==> config.mk <==
export PLATFORM = sky130hd
export DESIGN_NAME = dmach_top
export DESIGN_NICKNAME = d
export VERILOG_FILES = /design/src/rtl/dmach_pkg.sv /design/src/rtl/dmach_regs.sv /design/src/rtl/dmach_engine.sv /design/src/rtl/dmach_top.sv
export SDC_FILE = /design/constraint.sdc
export NUM_CORES = 1
export LEC_CHECK = 0
export BUFFER_PORTS_ARGS = -buffer_cell sky130_fd_sc_hd__buf_4
export CORE_MARGIN = 8
export CORE_UTILIZATION = 59
export CTS_CLUSTER_SIZE = 16
export DETAILED_ROUTE_END_ITERATION = 8
export PLACE_DENSITY = 0.85
export SLEW_MARGIN = 25
export SYNTH_ARGS = -nofsm -noshare
export SYNTH_HDL_FRONTEND = slang
export SYNTH_SLANG_ARGS = --single-unit
==> constraint.sdc <==
create_clock -name clk -period 2.8 [get_ports clk]
set_input_delay 0.56 -clock clk [delete_from_list [all_inputs] [get_ports clk]]
set_output_delay 0.56 -clock clk [all_outputs]
set_load 0.05 [all_outputs]
==> src/rtl/dmach_pkg.sv <==
package dmach_pkg;

  typedef enum logic [1:0] {
    ST_IDLE  = 2'd0,
    ST_ARMED = 2'd1,
    ST_XFER  = 2'd2,
    ST_CAPT  = 2'd3
  } dmach_state_t;

  localparam int          RAW       = 3;
  localparam logic [2:0]  OFF_CTRL  = 3'd0;
  localparam logic [2:0]  OFF_STAT  = 3'd1;
  localparam logic [2:0]  OFF_PADDR = 3'd2;
  localparam logic [2:0]  OFF_MADDR = 3'd3;
  localparam logic [2:0]  OFF_COUNT = 3'd4;

endpackage

==> src/rtl/dmach_regs.sv <==
module dmach_regs
  import dmach_pkg::*;
#(
  parameter int RW = 32,
  parameter int AW = 32,
  parameter int CW = 16
) (
  input  logic           clk,
  input  logic           rst,
  input  logic           reg_wr,
  input  logic           reg_rd,
  input  logic [RAW-1:0] reg_addr,
  input  logic [RW-1:0]  reg_wdata,
  output logic [RW-1:0]  reg_rdata,
  input  logic           busy_i,
  input  logic [AW-1:0]  maddr_i,
  input  logic [CW-1:0]  cnt_i,
  input  logic           fin_i,
  output logic [AW-1:0]  paddr_o,
  output logic [AW-1:0]  sh_maddr_o,
  output logic [CW-1:0]  sh_cnt_o,
  output logic           circ_o,
  output logic           start_o,
  output logic           stop_o,
  output logic           ld_maddr_o,
  output logic           ld_cnt_o,
  output logic           tc_o
);

  logic wr_ctrl, wr_stat, wr_paddr;

  assign wr_ctrl    = reg_wr && (reg_addr == OFF_CTRL);
  assign wr_stat    = reg_wr && (reg_addr == OFF_STAT);
  assign wr_paddr   = reg_wr && (reg_addr == OFF_PADDR) && !busy_i;
  assign ld_maddr_o = reg_wr && (reg_addr == OFF_MADDR) && !busy_i;
  assign ld_cnt_o   = reg_wr && (reg_addr == OFF_COUNT) && !busy_i;
  assign start_o    = wr_ctrl && reg_wdata[0] && !busy_i && (cnt_i != '0);
  assign stop_o     = wr_ctrl && !reg_wdata[0] && busy_i;

  always_ff @(posedge clk) begin
    if (rst) begin
      paddr_o    <= '0;
      sh_maddr_o <= '0;
      sh_cnt_o   <= '0;
      circ_o     <= 1'b0;
      tc_o       <= 1'b0;
      reg_rdata  <= '0;
    end else begin
      if (wr_paddr)   paddr_o    <= reg_wdata[AW-1:0];
      if (ld_maddr_o) sh_maddr_o <= reg_wdata[AW-1:0];
      if (ld_cnt_o)   sh_cnt_o   <= reg_wdata[CW-1:0];
      if (wr_ctrl && !busy_i) circ_o <= reg_wdata[1];
      // a completion event outranks a same-cycle clear
      if (fin_i)                       tc_o <= 1'b1;
      else if (wr_stat && reg_wdata[0]) tc_o <= 1'b0;
      if (reg_rd) begin
        case (reg_addr)
          OFF_CTRL:  reg_rdata <= RW'({circ_o, busy_i});
          OFF_STAT:  reg_rdata <= RW'(tc_o);
          OFF_PADDR: reg_rdata <= RW'(paddr_o);
          OFF_MADDR: reg_rdata <= RW'(maddr_i);
          OFF_COUNT: reg_rdata <= RW'(cnt_i);
          default:   reg_rdata <= '0;
        endcase
      end
    end
  end

  // completion always leaves the flag set
  a_r9_tc_set_on_fin: assert property (@(posedge clk) disable iff (rst)
    fin_i |=> tc_o);

  // programming of the peripheral address is frozen while running
  a_r10_paddr_frozen: assert property (@(posedge clk) disable iff (rst)
    $past(busy_i) |-> $stable(paddr_o));

endmodule

==> src/rtl/dmach_engine.sv <==
module dmach_engine
  import dmach_pkg::*;
#(
  parameter int AW   = 32,
  parameter int DW   = 32,
  parameter int CW   = 16,
  parameter int STEP = 4
) (
  input  logic          clk,
  input  logic          rst,
  input  logic          start_i,
  input  logic          stop_i,
  input  logic          circ_i,
  input  logic          ld_maddr_i,
  input  logic          ld_cnt_i,
  input  logic [AW-1:0] wr_val_i,
  input  logic [AW-1:0] sh_maddr_i,
  input  logic [CW-1:0] sh_cnt_i,
  input  logic          per_req_i,
  input  logic [DW-1:0] per_rdata_i,
  output logic          busy_o,
  output logic [AW-1:0] maddr_o,
  output logic [CW-1:0] cnt_o,
  output logic          per_ack_o,
  output logic          mem_we_o,
  output logic [AW-1:0] mem_addr_o,
  output logic [DW-1:0] mem_wdata_o,
  output logic          fin_o
);

  localparam logic [AW-1:0] ADDR_STEP = AW'(STEP);
  localparam logic [CW-1:0] CNT_ONE   = CW'(1);

  dmach_state_t st;
  logic stop_pend, stopping, last, wrap;

  assign busy_o   = (st != ST_IDLE);
  assign stopping = stop_i || stop_pend;
  assign last     = (cnt_o == CNT_ONE);
  assign wrap     = (st == ST_CAPT) && last && circ_i && !stopping;
  assign fin_o    = ((st == ST_ARMED) && stop_i) ||
                    ((st == ST_CAPT) && (last || stopping));

  always_ff @(posedge clk) begin
    if (rst) begin
      st          <= ST_IDLE;
      stop_pend   <= 1'b0;
      maddr_o     <= '0;
      cnt_o       <= '0;
      per_ack_o   <= 1'b0;
      mem_we_o    <= 1'b0;
      mem_addr_o  <= '0;
      mem_wdata_o <= '0;
    end else begin
      per_ack_o <= 1'b0;
      mem_we_o  <= 1'b0;
      if (ld_maddr_i) maddr_o <= wr_val_i;
      if (ld_cnt_i)   cnt_o   <= wr_val_i[CW-1:0];
      case (st)
        ST_IDLE: begin
          stop_pend <= 1'b0;
          if (start_i) st <= ST_ARMED;
        end
        ST_ARMED: begin
          if (stop_i) begin
            st <= ST_IDLE;
          end else if (per_req_i) begin
            per_ack_o <= 1'b1;
            st        <= ST_XFER;
          end
        end
        ST_XFER: begin
          if (stop_i) stop_pend <= 1'b1;
          st <= ST_CAPT;
        end
        default: begin
          mem_we_o    <= 1'b1;
          mem_addr_o  <= maddr_o;
          mem_wdata_o <= per_rdata_i;
          stop_pend   <= 1'b0;
          if (wrap) begin
            maddr_o <= sh_maddr_i;
            cnt_o   <= sh_cnt_i;
            st      <= ST_ARMED;
          end else begin
            maddr_o <= maddr_o + ADDR_STEP;
            cnt_o   <= cnt_o - CNT_ONE;
            st      <= (last || stopping) ? ST_IDLE : ST_ARMED;
          end
        end
      endcase
    end
  end

  // a memory write is always two cycles behind its acknowledge
  a_r2_write_after_ack: assert property (@(posedge clk) disable iff (rst)
    mem_we_o |-> $past(per_ack_o, 2));

  // address advance by one item when no wrap happens
  a_r3_maddr_step: assert property (@(posedge clk) disable iff (rst)
    (st == ST_CAPT && !wrap) |=> (maddr_o == $past(maddr_o) + ADDR_STEP));

  // an idle channel never acknowledges
  a_r4_idle_no_ack: assert property (@(posedge clk) disable iff (rst)
    !busy_o |=> !per_ack_o);

  // a stop seen with an item in flight keeps the channel busy
  a_r6_inflight_holds: assert property (@(posedge clk) disable iff (rst)
    (stop_i && st == ST_XFER) |=> busy_o);

  // a stop in the waiting state wins over a request
  a_r8_stop_beats_req: assert property (@(posedge clk) disable iff (rst)
    (st == ST_ARMED && stop_i) |=> (!per_ack_o && !busy_o));

endmodule

==> src/rtl/dmach_top.sv <==
module dmach_top
  import dmach_pkg::*;
#(
  parameter int AW   = 32,
  parameter int DW   = 32,
  parameter int CW   = 16,
  parameter int STEP = 4
) (
  input  logic           clk,
  input  logic           rst,
  input  logic           reg_wr,
  input  logic           reg_rd,
  input  logic [2:0]     reg_addr,
  input  logic [31:0]    reg_wdata,
  output logic [31:0]    reg_rdata,
  input  logic           per_req,
  output logic           per_ack,
  output logic [AW-1:0]  per_addr,
  input  logic [DW-1:0]  per_rdata,
  output logic           mem_we,
  output logic [AW-1:0]  mem_addr,
  output logic [DW-1:0]  mem_wdata,
  output logic           tc_irq
);

  localparam int RW = 32;

  logic          busy, fin, circ, start, stop, ld_maddr, ld_cnt;
  logic [AW-1:0] maddr, sh_maddr;
  logic [CW-1:0] cnt, sh_cnt;

  dmach_regs #(.RW(RW), .AW(AW), .CW(CW)) u_regs (
    .clk        (clk),
    .rst        (rst),
    .reg_wr     (reg_wr),
    .reg_rd     (reg_rd),
    .reg_addr   (reg_addr),
    .reg_wdata  (reg_wdata),
    .reg_rdata  (reg_rdata),
    .busy_i     (busy),
    .maddr_i    (maddr),
    .cnt_i      (cnt),
    .fin_i      (fin),
    .paddr_o    (per_addr),
    .sh_maddr_o (sh_maddr),
    .sh_cnt_o   (sh_cnt),
    .circ_o     (circ),
    .start_o    (start),
    .stop_o     (stop),
    .ld_maddr_o (ld_maddr),
    .ld_cnt_o   (ld_cnt),
    .tc_o       (tc_irq)
  );

  dmach_engine #(.AW(AW), .DW(DW), .CW(CW), .STEP(STEP)) u_eng (
    .clk         (clk),
    .rst         (rst),
    .start_i     (start),
    .stop_i      (stop),
    .circ_i      (circ),
    .ld_maddr_i  (ld_maddr),
    .ld_cnt_i    (ld_cnt),
    .wr_val_i    (reg_wdata[AW-1:0]),
    .sh_maddr_i  (sh_maddr),
    .sh_cnt_i    (sh_cnt),
    .per_req_i   (per_req),
    .per_rdata_i (per_rdata),
    .busy_o      (busy),
    .maddr_o     (maddr),
    .cnt_o       (cnt),
    .per_ack_o   (per_ack),
    .mem_we_o    (mem_we),
    .mem_addr_o  (mem_addr),
    .mem_wdata_o (mem_wdata),
    .fin_o       (fin)
  );

endmodule

==> results.py <==
metrics = {
    "power_and_ir_drop": {
        "total_leakage_power_nw": 4.811,
        "powerDensity_mw_per_mm2": 555.0,
        "peakVddDrop_v": 0.0004068,
    },
    "drt": {
        "via_per_inst": 6.017,
        "wl_um": 31230,
        "route.vias.total": 10090,
        "wl_per_cell_um": 18.62,
        "dr.pass1.iters": 5,
        "ant_nets": 0,
        "dr.first_iter.drc_count": 871,
        "route.detailed.drc": 0,
    },
    "global_routing": {
        "grt_pass1_vias": 9711,
        "grtUsageTotal": 0.2752,
        "antenna_found_initial": 0,
        "grt_pass1_wl_um": 49940,
        "grt_max_degree": 132,
        "grt_remaining_overflow": 0,
    },
    "timing": {
        "fin_tns_setup_ns": 0,
        "fin_crit_sh": 0.8757,
        "rsz0062_at_grt": "false",
        "relSlewSlack": 0.5874,
        "fin_skew_ns": 0.01448,
        "whs_ns": 0.2524,
        "max_freq_mhz": 407.9,
        "tightest_slew_ns": 0.6190,
        "slew_viol_final": 0,
        "fin_crit_ns": 2.452,
        "hold_violations": 0,
        "setup_violations": 0,
    },
    "floorplan": {
        "initial_core_util": 0.5961,
        "num_io_pins": 203,
        "core_region_area_mm2": 0.01712,
        "row_count": 48,
        "die_w_um": 147.5,
        "die_y_um": 147.5,
        "die_area_mm2": 0.02176,
    },
    "placed_design": {
        "io_buffers": 202,
        "place.gp.congestion": 0.8879,
        "dp.cells": 1636,
        "dp_hpwl_um": 21190,
    },
    "synth": {
        "synth_flop_cell": "dfxtp_1",
        "syn-cell-area_mm2": 0.01020,
        "synth-edff-count": 0,
        "ys_seq_area_frac": 0.4533,
        "ys_ff_latch": 231,
        "ys_types": 61,
        "synth.net_count": 1355,
        "async_reset_ff_frac": 0,
        "yosysWarnings": 0,
        "syn-mean-instance-area_um2": 7.971,
        "syn_inst": 1280,
    },
    "clock_network": {
        "clk_latency_ns": 0.51,
        "cts.reportedPaths.clkPinSlew_ns": 0.07,
        "cts_buffers": 23,
        "htreeDepth": 1,
        "cts_resized": 0,
        "post_cts.repair.setup_buffers": 0,
        "cts-root-buf": "clkbuf_16",
        "cts.sinks": 231,
        "clock_path_buffers": 3,
        "holdBufCountCts": 0,
        "cts_tree": "yes",
    },
    "critical_path": {
        "critPathMaxStageDelay_ns": 0.54,
        "end_kind": "register",
        "worstSetupStartpointType": "register",
        "path_class": "reg2reg",
        "slowest_stage": "nor4_1",
        "cp_common_cell": "nor4_1",
        "cp_data_required_time_ns": 3.22,
        "crit_chain": "nor4_1 -> and4_1 -> and2_4 -> a221oi_1 -> nor4_1",
        "cp.arrival_ns": 2.87,
        "worstPathMaxFanout": 39,
    },
    "cells_and_area": {
        "area_growth_pct": 23.25,
        "final_cell_mix": "nand2_1, buf_4, dfxtp_1",
        "nets": 1511,
        "drive_gt1_frac": 0.2204,
        "instances_no_fill": 1677,
        "layout_commonest_cell": "nand2_1",
        "n_antenna_cell": 0,
    },
    "run_status": {
        "status": "completed",
    },
    "run": {
        "max-cap-violations": 0,
    },
    "worst_hold_path": {
        "hold_path.class": "in2reg",
    },
}
[layout make-up]
class	instances	area [um2]
clock buffers	30	641.9
repair buffers	240	1831
well taps	225	281.5
clock inverters	11	85.08
fillers	1282	4542
flip-flops and latches	231	4624
inverters	12	45.04
multi-input cells	928	5066
[cell families after synthesis]
group,count (synthesis),synth area share
buffers and inverters,121,0.05151
AOI/OAI and AO/OA,332,0.1982
and+or+nand+nor,516,0.2190
adders and majority gates,3,0.003680
xor gates and xnor gates,31,0.02661
muxes,46,0.04771
DFF,231,0.4533
[report_power, final]
part	internal [W]	switching [W]	total (W)
registers	0.00334	0.0000673	0.00340
clock network	0.00171	0.00128	0.00299
logic	0.000232	0.000355	0.000587
[registers in the layout, indices dropped and copies added, names as in the netlist]
| register | cells |
|---|---|
| u_regs.paddr_o | 32 |
| u_eng.per_ack_o | 1 |
| u_eng.stop_pend | 1 |
| u_regs.reg_rdata | 32 |
| u_eng.maddr_o | 32 |
| u_eng.st | 2 |
| u_eng.mem_addr_o | 32 |
| u_regs.sh_cnt_o | 16 |
| u_eng.mem_we_o | 1 |
| u_regs.sh_maddr_o | 32 |
| u_regs.tc_o | 1 |
| u_eng.cnt_o | 16 |
| u_regs.circ_o | 1 |
| u_eng.mem_wdata_o | 32 |
[synth_stat cells (2+ instances only)]
master       n  share of area
a2111oi_0    3         0.0026
or3_1        4         0.0025
a31oi_1      5         0.0031
o21ai_0     42          0.021
buf_1        3         0.0011
xnor2_1     22          0.019
or4_1        3         0.0022
and4_1       5         0.0043
buf_4        8         0.0059
o221ai_1     7         0.0060
nand2b_1     3         0.0018
a21boi_0    11         0.0081
dfxtp_1    231           0.45
and2_1       5         0.0031
a311oi_1     4         0.0034
nand2_1    350           0.13
clkbuf_1    75          0.028
o22ai_1     20          0.012
a22oi_1     44          0.032
mux2i_1     25          0.025
buf_2       21          0.010
a31o_2       7         0.0060
o21a_1       7         0.0052
o31ai_1      2         0.0015
xor2_1       9         0.0077
nor2b_1      3         0.0018
a221oi_1     5         0.0043
a211oi_1     4         0.0029
nand3_1     18         0.0088
nor2_1      64          0.024
ha_1         3         0.0037
nor3_1      13         0.0064
mux2_2      21          0.023
a21oi_1    161          0.079
nor3b_1      2         0.0015
nor4_1      11         0.0067
nor3b_2      2         0.0025
nand4_1     18          0.011
and3_1       5         0.0031
inv_1       12         0.0044
buf_6        2         0.0022
[path summary, 6_finish.rpt]
kind,from,endpoint,slack (ns),cells past startpoint
worst max-delay path,u_eng.cnt_o[12],u_eng.maddr_o[4],0.35,5
worst min-delay path,reg_rd,u_regs.reg_rdata[1],0.25,2
worst min register to register,u_eng.mem_wdata_o[2],u_eng.mem_wdata_o[2],0.45,2
worst max register to register,u_eng.cnt_o[12],u_eng.maddr_o[4],0.35,5
[worst max-delay path: cells and delay by family (launching register included)]
family | cells | cell delay, ns
AOI/OAI and AO/OA | 1 | 0.18
DFF | 1 | 0.39
and+or+nand+nor | 4 | 1.80
[through the flow]
stage          power (W)  worst slack [ns]    util  area, um2
6_report        0.006979            0.3481  0.7346      12570
4_1_cts         0.006995            0.3936  0.7346      12570
2_1_floorplan   0.003808            0.7742       -      10200
5_1_grt         0.007186           0.06949  0.7346      12570
3_5_place_dp    0.004047            0.2675  0.6922      11850
3_3_place_gp    0.004036            0.3182  0.6922      11850
[per-layer routing]
| layer | share of wire | global-route usage | vias up |
|---|---|---|---|
| met5 | 0 | 0 | - |
| met4 | 0.035 | 0.1152 | 0 |
| met3 | 0.11 | 0.07123 | 88 |
| met2 | 0.46 | 0.4433 | 519 |
| met1 | 0.40 | 0.3438 | 4746 |
| li1 | - | - | 4738 |
No activity file was read; power rests on OpenSTA's default activity.
